--- src/rtl/operand_stall_stage.sv ---
module operand_stall_stage #(
  parameter int NUM_SRC   = 3,
  parameter int IDX_W     = 5,
  parameter int BANK_BITS = 2,
  parameter int TAG_W     = 8,
  parameter int CNT_W     = 32,
  localparam int NPAIR    = NUM_SRC * (NUM_SRC - 1) / 2,
  localparam int CONF_W   = $clog2(NPAIR + 1),
  localparam int LAT_W    = $clog2(NPAIR + 3)
) (
  input  logic                     clk,
  input  logic                     rst_n,
  input  logic                     in_valid,
  output logic                     in_ready,
  input  logic [NUM_SRC*IDX_W-1:0] in_idx,
  input  logic [NUM_SRC*2-1:0]     in_kind,
  input  logic [TAG_W-1:0]         in_tag,
  output logic                     out_valid,
  input  logic                     out_ready,
  output logic [TAG_W-1:0]         out_tag,
  output logic [CONF_W-1:0]        out_conflicts,
  output logic [CNT_W-1:0]         stall_total
);

  localparam logic [CNT_W-1:0] CNT_MAX = '1;

  logic [NUM_SRC-1:0] live;
  logic [NPAIR-1:0]   pair_hit;
  logic [CONF_W-1:0]  n_conf;
  logic               busy;
  logic [LAT_W-1:0]   wait_cnt;
  logic [CNT_W:0]     sum_wide;
  logic               take, give;

  for (genvar i = 0; i < NUM_SRC; i++) begin : g_live
    assign live[i] = (in_kind[2*i +: 2] != 2'b00) && (in_idx[IDX_W*i +: IDX_W] != '0);
  end

  for (genvar i = 0; i < NUM_SRC; i++) begin : g_row
    for (genvar j = i + 1; j < NUM_SRC; j++) begin : g_col
      localparam int P = i * NUM_SRC - (i * (i + 1)) / 2 + (j - i - 1);
      assign pair_hit[P] = live[i] && live[j] &&
        (in_idx[IDX_W*i +: BANK_BITS] == in_idx[IDX_W*j +: BANK_BITS]);
    end
  end

  always_comb begin
    n_conf = '0;
    for (int k = 0; k < NPAIR; k++) n_conf = n_conf + CONF_W'(pair_hit[k]);
  end

  assign in_ready  = !busy;
  assign out_valid = busy && (wait_cnt == '0);
  assign take      = in_valid && in_ready;
  assign give      = out_valid && out_ready;
  assign sum_wide  = {1'b0, stall_total} + (CNT_W+1)'(n_conf);

  always_ff @(posedge clk) begin
    if (!rst_n) begin
      busy          <= 1'b0;
      wait_cnt      <= '0;
      out_tag       <= '0;
      out_conflicts <= '0;
      stall_total   <= '0;
    end else begin
      if (take) begin
        busy          <= 1'b1;
        wait_cnt      <= LAT_W'(n_conf) + LAT_W'(2);
        out_tag       <= in_tag;
        out_conflicts <= n_conf;
        stall_total   <= sum_wide[CNT_W] ? CNT_MAX : sum_wide[CNT_W-1:0];
      end else if (busy && wait_cnt != '0) begin
        wait_cnt <= wait_cnt - 1'b1;
      end else if (give) begin
        busy <= 1'b0;
      end
    end
  end

  a_r6_single_in_flight: assert property (@(posedge clk) disable iff (!rst_n)
    (in_valid && in_ready) |=> !in_ready);

  a_r5_no_early_output: assert property (@(posedge clk) disable iff (!rst_n)
    (in_valid && in_ready) |=> !out_valid);

  a_r7_hold_offer: assert property (@(posedge clk) disable iff (!rst_n)
    (out_valid && !out_ready) |=> (out_valid && $stable(out_tag) && $stable(out_conflicts)));

  a_r8_total_monotone: assert property (@(posedge clk) disable iff (!rst_n)
    !(in_valid && in_ready) |=> $stable(stall_total));

  a_r9_stays_saturated: assert property (@(posedge clk) disable iff (!rst_n)
    (stall_total == CNT_MAX) |=> (stall_total == CNT_MAX));

  a_r2_count_bound: assert property (@(posedge clk) disable iff (!rst_n)
    out_valid |-> (int'(out_conflicts) <= NPAIR));

endmodule

--- config.mk ---
export PLATFORM = sky130hd
export DESIGN_NAME = operand_stall_stage
export DESIGN_NICKNAME = d
export VERILOG_FILES = /design/src/rtl/operand_stall_stage.sv
export SDC_FILE = /design/constraint.sdc
export NUM_CORES = 1
export LEC_CHECK = 0
export CAP_MARGIN = 20
export CORE_MARGIN = 2
export CORE_UTILIZATION = 30
export CTS_BUF_LIST = sky130_fd_sc_hd__clkbuf_4 sky130_fd_sc_hd__clkbuf_8
export CTS_CLUSTER_SIZE = 20
export DETAILED_ROUTE_END_ITERATION = 10
export PLACE_DENSITY_LB_ADDON = 0.2
export SLEW_MARGIN = 20
export SYNTH_ARGS = -nofsm -noshare
export SYNTH_HDL_FRONTEND = slang
export SYNTH_SLANG_ARGS = --single-unit
--- constraint.sdc ---
create_clock -name clk -period 5 [get_ports clk]
set_clock_uncertainty 0.15 [all_clocks]
set_input_delay 0.75 -clock clk [delete_from_list [all_inputs] [get_ports clk]]
set_output_delay 0.75 -clock clk [all_outputs]
set_load 0.005 [all_outputs]
==> flow_summary.json, run 1 <==
{
  "max-cap-violations": 0,
  "p_sw_uw": 189.4,
  "placed_cells_incl_taps": 478,
  "portBuffers": 76,
  "report.final.slew_viol_count": 0,
  "fmax_mhz": 226.8,
  "syn_inst": 310,
  "drc": 0,
  "syn_area_um2": 2584,
  "synth_edf_count": 0,
  "antenna_left": 0,
  "status": "finished clean",
  "power_frac_clock_pct": 31.8,
  "grt_pass1_vias": 2417,
  "yosys_warnings": 0,
  "tritoncts": "yes",
  "rsz0062_at_grt": "no",
  "ys.flop_type": "dfxtp_1",
  "crit_buf_inv": 1,
  "ys_seq_elements": 46,
  "route.detailed.wl_per_inst_um": 14.64,
  "numCtsBuffers": 5,
  "p_sw_share_pct": 26.00,
  "vias": 2597,
  "final_layout_size_suffix_gt1_share_pct": 6.562,
  "design_power_total_uw": 728.2,
  "tightest_slew_ps": 931.8,
  "die_h_um": 96.81,
  "synth_top_area_share_pct": 35.64,
  "crit_type": "in -> reg",
  "routed_via_density": 5.344,
  "yosys.area.top_type": "dfxtp_1",
  "synthTopCellsByArea": "dfxtp_1 36%, nand2_1 5.8%, a21oi_1 4.6%",
  "ctsHoldBuffers": 0,
  "clk_latency_ps": 300,
  "fin_hold_ws_ps": 309.8,
  "fin_nets": 419,
  "yosysMostFrequentCell": "dfxtp_1",
  "row_count": 33,
  "synth-seq-area-share_pct": 35.64,
  "grt_pass1_wl_mm": 12.17,
  "antenna_found_initial": 0,
  "start_util_pct": 31.13,
  "hp-class": "reg -> reg",
  "power.density_nw_per_um2": 207.3,
  "crit_chain": "clkdlybuf4s50_1 -> or4_1 -> o22ai_1 -> nor4_1 -> fa_1 -> ha_1 -> fa_1 -> and4b_1 -> nand3_1 -> or4_1 -> o211a_1",
  "synth.distinct_cells": 50,
  "cts.sinks": 46,
  "worstPathMaxFanout": 11,
  "track_usage_pct": 15.21,
  "cpLargestDelayFamily": "simple AND/OR/NAND/NOR gates",
  "seq_power_share_pct": 53.1,
  "ir_drop_mv": 0.1207,
  "dieArea_um2": 9371,
  "clockBufferDepth": 2,
  "drt-pass1-iter-count": 4,
  "syn_avg_cell_area_um2": 8.335,
  "p_leak_uw": 0.001145,
  "gp_congestion": 0.7857,
  "drt-initial-drc-count": 128,
  "synthTopCellsByCount": "46 x dfxtp_1, 40 x nand2_1, 24 x a21oi_1",
  "cp_slowest_stage_delay_ps": 610,
  "cp-start-kind": "input port",
  "finalSetupViolCount": 0,
  "syn_nets": 349,
  "num_antenna_cells": 0,
  "setup_tns_ps": 0,
  "area_growth_pct": 35.98,
  "io_pins": 77,
  "worstPathArrival_ps": 4460,
  "dp_hpwl_mm": 5.326,
  "final_cells": 486,
  "cts_resized": 0,
  "finalHoldViolations": 0,
  "period_share_pct": 88.20,
  "slew_headroom_pct": 37.03,
  "wl_mm": 7.114,
  "clockRootBuffer": "clkbuf_8",
  "combPwrFrac_pct": 15.1,
  "core_um2": 8299,
  "cpMaxStageDelayCell": "fa_1",
  "end_kind": "flop",
  "post-cts-setup-buffers": 0,
  "ys_async_sr_fraction_pct": 0,
  "cp.required_ps": 5050,
  "grt_overflow": 0,
  "clk_pin_slew_ps": 90,
  "grt_max_degree": 28,
  "internal-power_uw": 538.9,
  "htree_levels": 2,
  "min_period_ps": 4410,
  "dieWidth_um": 96.81
}
[final cells by class]
type	count	area (um^2)
clock buffers	5	68.82
clock inverters	3	21.27
fillers	840	4786
inverters	12	45.04
multi-input cells	235	1535
flip-flops and latches	46	920.9
well taps	105	131.4
repair buffers	80	790.8
[tightest hold or removal path: stages, from the launching register on]
cell,delay (ps)
dfxtp_1,320
nand2_1,50
a21oi_1,50
[metal layers]
| metal | vias up | share of wire, % | routed length, um | GRT usage [%] |
|---|---|---|---|---|
| met3 | 4 | 5.5 | 391 | 3.468 |
| met1 | 1200 | 49 | 3496 | 21.54 |
| met5 | - | 0 | 0 | 0 |
| li1 | 1319 | - | - | - |
| met2 | 74 | 45 | 3179 | 23.34 |
| met4 | 0 | 0.66 | 47 | 3.900 |
[cell families (layout without fill, tap and decap cells)]
kind of cell	after synthesis	count (layout)	share of synthesized area [%]
AOI/OAI and AO/OA	71	71	17.53
xor gates and xnor gates	15	15	5.085
adders and majority gates	6	6	3.487
buffers and inverters	29	100	5.181
DFF	46	46	35.64
muxes	3	3	1.162
and+or+nand+nor	140	140	31.91
[registers in the layout, indices dropped and copies added (netlist names)]
register,cells
busy,1
out_conflicts,2
out_tag,8
stall_total,32
wait_cnt,3
[final timing paths]
kind / from / to / slack [ps] / cells past startpoint
min: out_tag[5]$_SDFFE_PN0P_ / out_tag[5]$_SDFFE_PN0P_ / 310 / 2
max reg2reg: stall_total[20]$_SDFFE_PN0P_ / stall_total[31]$_SDFFE_PN0P_ / 2460 / 4
min reg2reg: out_tag[5]$_SDFFE_PN0P_ / out_tag[5]$_SDFFE_PN0P_ / 310 / 2
max: in_idx[0] / stall_total[26]$_SDFFE_PN0P_ / 590 / 11
[power by group through the flow]
stage / registers, uW / logic, uW / clock network [uW]
global route: 389 / 123 / 253
global placement: 395 / 110 / 0
finish: 387 / 110 / 232
detailed placement: 396 / 111 / 0
CTS: 387 / 111 / 241
floorplan: 394 / 54.3 / 0
[metrics by stage]
stage / area, um^2 / utilization (%) / setup slack, ps
after detailed placement: 3417 / 41.17 / 283.1
after CTS: 3507 / 42.26 / 595.5
after floorplan: 2584 / - / 1025
final: 3513 / 42.33 / 590.1
after global routing: 3513 / 42.33 / 395.1
after global placement: 3417 / 41.17 / 329.6
[placed cells by master (no fill, tap or decap), types with 3 or more instances in the layout]
cell             instances
xor2_1                  10
inv_1                   11
dfxtp_1                 46
or4_1                   14
nor2b_1                  4
clkbuf_8                 5
clkdlybuf4s50_1         76
nand2_1                 40
o21ai_0                  5
mux2i_1                  3
nor2_1                   7
a211oi_1                 4
ha_1                     4
xnor2_1                  5
a41o_1                   3
o31ai_1                  8
nand3_1                 11
buf_4                    4
o22ai_1                  3
a21oi_1                 24
and4_1                   6
nor4_1                   8
nand4_1                 18
and3_1                   5
a31o_2                   3
nor3_1                   6
a31oi_1                 16
Note: power is estimated with default switching activity, not from simulation.
==> inputs of run 2 (changes only) <==
--- a/config.mk
+++ b/config.mk
@@ -12,6 +12,7 @@
 export CTS_CLUSTER_SIZE = 20
 export DETAILED_ROUTE_END_ITERATION = 10
 export PLACE_DENSITY_LB_ADDON = 0.2
+export REMOVE_ABC_BUFFERS = 1
 export SLEW_MARGIN = 20
 export SYNTH_ARGS = -nofsm -noshare
 export SYNTH_HDL_FRONTEND = slang
==> run 2 against run 1 <==
Against the previous run: critical path depth is 1 higher; fmax increased by 0.77%; sequential power about the same; setup slack better by 34 ps; critical path type unchanged; largest cell class unchanged.
==> flow_summary.json, run 2 (same netlist as run 1, synthesis figures left out) <==
{
  "ctsHoldBuffers": 0,
  "gp_congestion": 0.7996,
  "hold_depth": 2,
  "place_ws_ps": 326.9,
  "antenna_left": 0,
  "final_core_utilization_pct": 42.53,
  "drt-initial-drc-count": 149,
  "mostFrequentLayoutCell": "clkdlybuf4s50_1",
  "track_usage_pct": 15.46,
  "cpLargestDelayFamily": "simple AND/OR/NAND/NOR gates",
  "grt_pass1_vias": 2514,
  "vias": 2692,
  "final_layout_size_suffix_gt1_share_pct": 6.053,
  "finalHoldViolations": 0,
  "route.detailed.wl_per_inst_um": 15.14,
  "tritoncts": "yes",
  "slew_headroom_pct": 28.95,
  "design_power_total_uw": 788.8,
  "max-cap-violations": 0,
  "clockBufferDepth": 2,
  "crit_chain": "clkdlybuf4s50_1 -> or4_1 -> o22ai_1 -> nor4_1 -> fa_1 -> ha_1 -> fa_1 -> and4b_1 -> and3_1 -> nand4_1 -> buf_4 -> a31oi_1",
  "ir_drop_mv": 0.1263,
  "power.density_nw_per_um2": 223.5,
  "setup_slack_ps": 623.7,
  "num_antenna_cells": 0,
  "hp-start": "out_tag[6]$_SDFFE_PN0P_",
  "top_regs": "stall_total: 32 flops, out_tag: 8 flops, wait_cnt: 3 flops",
  "antenna_found_initial": 0,
  "numCtsBuffers": 5,
  "area_growth_pct": 36.61,
  "worstPathMaxFanout": 22,
  "ff2ff_path_depth": 4,
  "end_kind": "flop",
  "cp.required_ps": 5020,
  "start_util_pct": 31.13,
  "finalSetupViolCount": 0,
  "dp_hpwl_mm": 5.239,
  "htree_levels": 2,
  "worstPathArrival_ps": 4390,
  "core_um2": 8299,
  "hp-class": "reg -> reg",
  "fin_hold_ws_ps": 306.6,
  "report.final.slew_viol_count": 0,
  "drc": 0,
  "drt-pass1-iter-count": 4,
  "dieArea_um2": 9371,
  "period_share_pct": 87.53,
  "reg2reg_slack_ps": 2440,
  "portBuffers": 76,
  "holdPathEnd": "out_tag[6]$_SDFFE_PN0P_",
  "fmax_mhz": 228.5,
  "min_period_ps": 4376,
  "dieWidth_um": 96.81,
  "clockRootBuffer": "clkbuf_8",
  "regMostFlops": "stall_total",
  "cts.sinks": 46,
  "cp-start-kind": "input port",
  "post-cts-setup-buffers": 0,
  "status": "finished clean",
  "largest_register_ffs": 32,
  "r2r-end": "stall_total[31]$_SDFFE_PN0P_",
  "fin_nets": 419,
  "clk_pin_slew_ps": 80,
  "crit_buf_inv": 2,
  "clk_latency_ps": 300,
  "crit_type": "in -> reg",
  "row_count": 33,
  "setup_tns_ps": 0,
  "routed_via_density": 5.551,
  "r2r_start": "stall_total[20]$_SDFFE_PN0P_",
  "die_h_um": 96.81,
  "final_cell_mix": "76 x clkdlybuf4s50_1, 46 x dfxtp_1, 40 x nand2_1",
  "wl_mm": 7.342,
  "cpMaxStageDelayCell": "fa_1",
  "grt_max_degree": 43,
  "grt_overflow": 0,
  "rsz0062_at_grt": "no",
  "tightest_slew_ps": 1056,
  "p_leak_uw": 0.001159,
  "crit_top_cell": "fa_1",
  "cts_resized": 0,
  "grt_pass1_wl_mm": 12.32,
  "cp_slowest_stage_delay_ps": 560,
  "io_pins": 77
}
==> run 2: cell types whose count changed in the layout (fill, tap and decap cells not counted), sizes merged <==
cell / previous run / this run
clkbuf: 5 / 6
clkinvlp: 1 / 0
clkinv: 3 / 1
bufinv: 0 / 1
==> run 2: how the worst max path moves through the flow <==
stage | startpoint | end | slack (ps) | depth (start not counted)
floorplan | in_idx[0] | stall_total[18]$_SDFFE_PN0P_ | 890 | 10
global placement | in_idx[5] | stall_total[29]$_SDFFE_PN0P_ | 400 | 11
detailed placement | in_idx[5] | stall_total[26]$_SDFFE_PN0P_ | 330 | 11
CTS | in_idx[5] | stall_total[26]$_SDFFE_PN0P_ | 620 | 11
global route | in_idx[10] | stall_total[26]$_SDFFE_PN0P_ | 390 | 11
finish | in_idx[5] | stall_total[1]$_SDFFE_PN0P_ | 620 | 12
==> run 2: layer usage <==
layer / vias to the layer above / track usage, % / wire length [um]
met3: 5 / 2.962 / 274
met4: 0 / 4.117 / 79
met2: 47 / 25.32 / 3503
li1: 1320 / - / -
met1: 1320 / 20.85 / 3485
met5: - / 0 / 0
==> run 2: area by class of cell <==
class,instances,area (um^2)
fill,830,4770
sequential,46,920.9
timing repair buffer,80,790.8
tap,105,131.4
clock buffer,6,82.58
clock inverter,1,30.03
inverter,12,45.04
multi-input combinational,235,1529
==> run 2: worst register-to-register path: stages, from the launching register on <==
cell,delay [ps]
dfxtp_1,460
and4_1,500
nor4bb_1,900
a41oi_1,210
a211oi_1,250
==> run 2: per-stage QoR <==
step | area [um^2] | std cells
2_1_floorplan | 2495 | 293
3_3_place_gp | 3417 | 478
3_5_place_dp | 3417 | 478
4_1_cts | 3530 | 485
5_1_grt | 3530 | 485
6_report | 3530 | 485
==> run 2: where the power goes <==
| group | internal [uW] | leakage, uW | switching, uW |
|---|---|---|---|
| Combinational | 63.2 | 0.000728 | 48.8 |
| Sequential | 378 | 0.000373 | 8.38 |
| Clock | 160 | 0.0000573 | 131 |
| Total | 601 | 0.00116 | 188 |
==> inputs of run 3 (changes only) <==
--- a/config.mk
+++ b/config.mk
@@ -13,6 +13,7 @@
 export DETAILED_ROUTE_END_ITERATION = 10
 export PLACE_DENSITY_LB_ADDON = 0.2
 export REMOVE_ABC_BUFFERS = 1
+export SETUP_SLACK_MARGIN = 0.02
 export SLEW_MARGIN = 20
 export SYNTH_ARGS = -nofsm -noshare
 export SYNTH_HDL_FRONTEND = slang
==> results of run 3 <==
Final layout, timing and power as in run 2 (identical DEF).
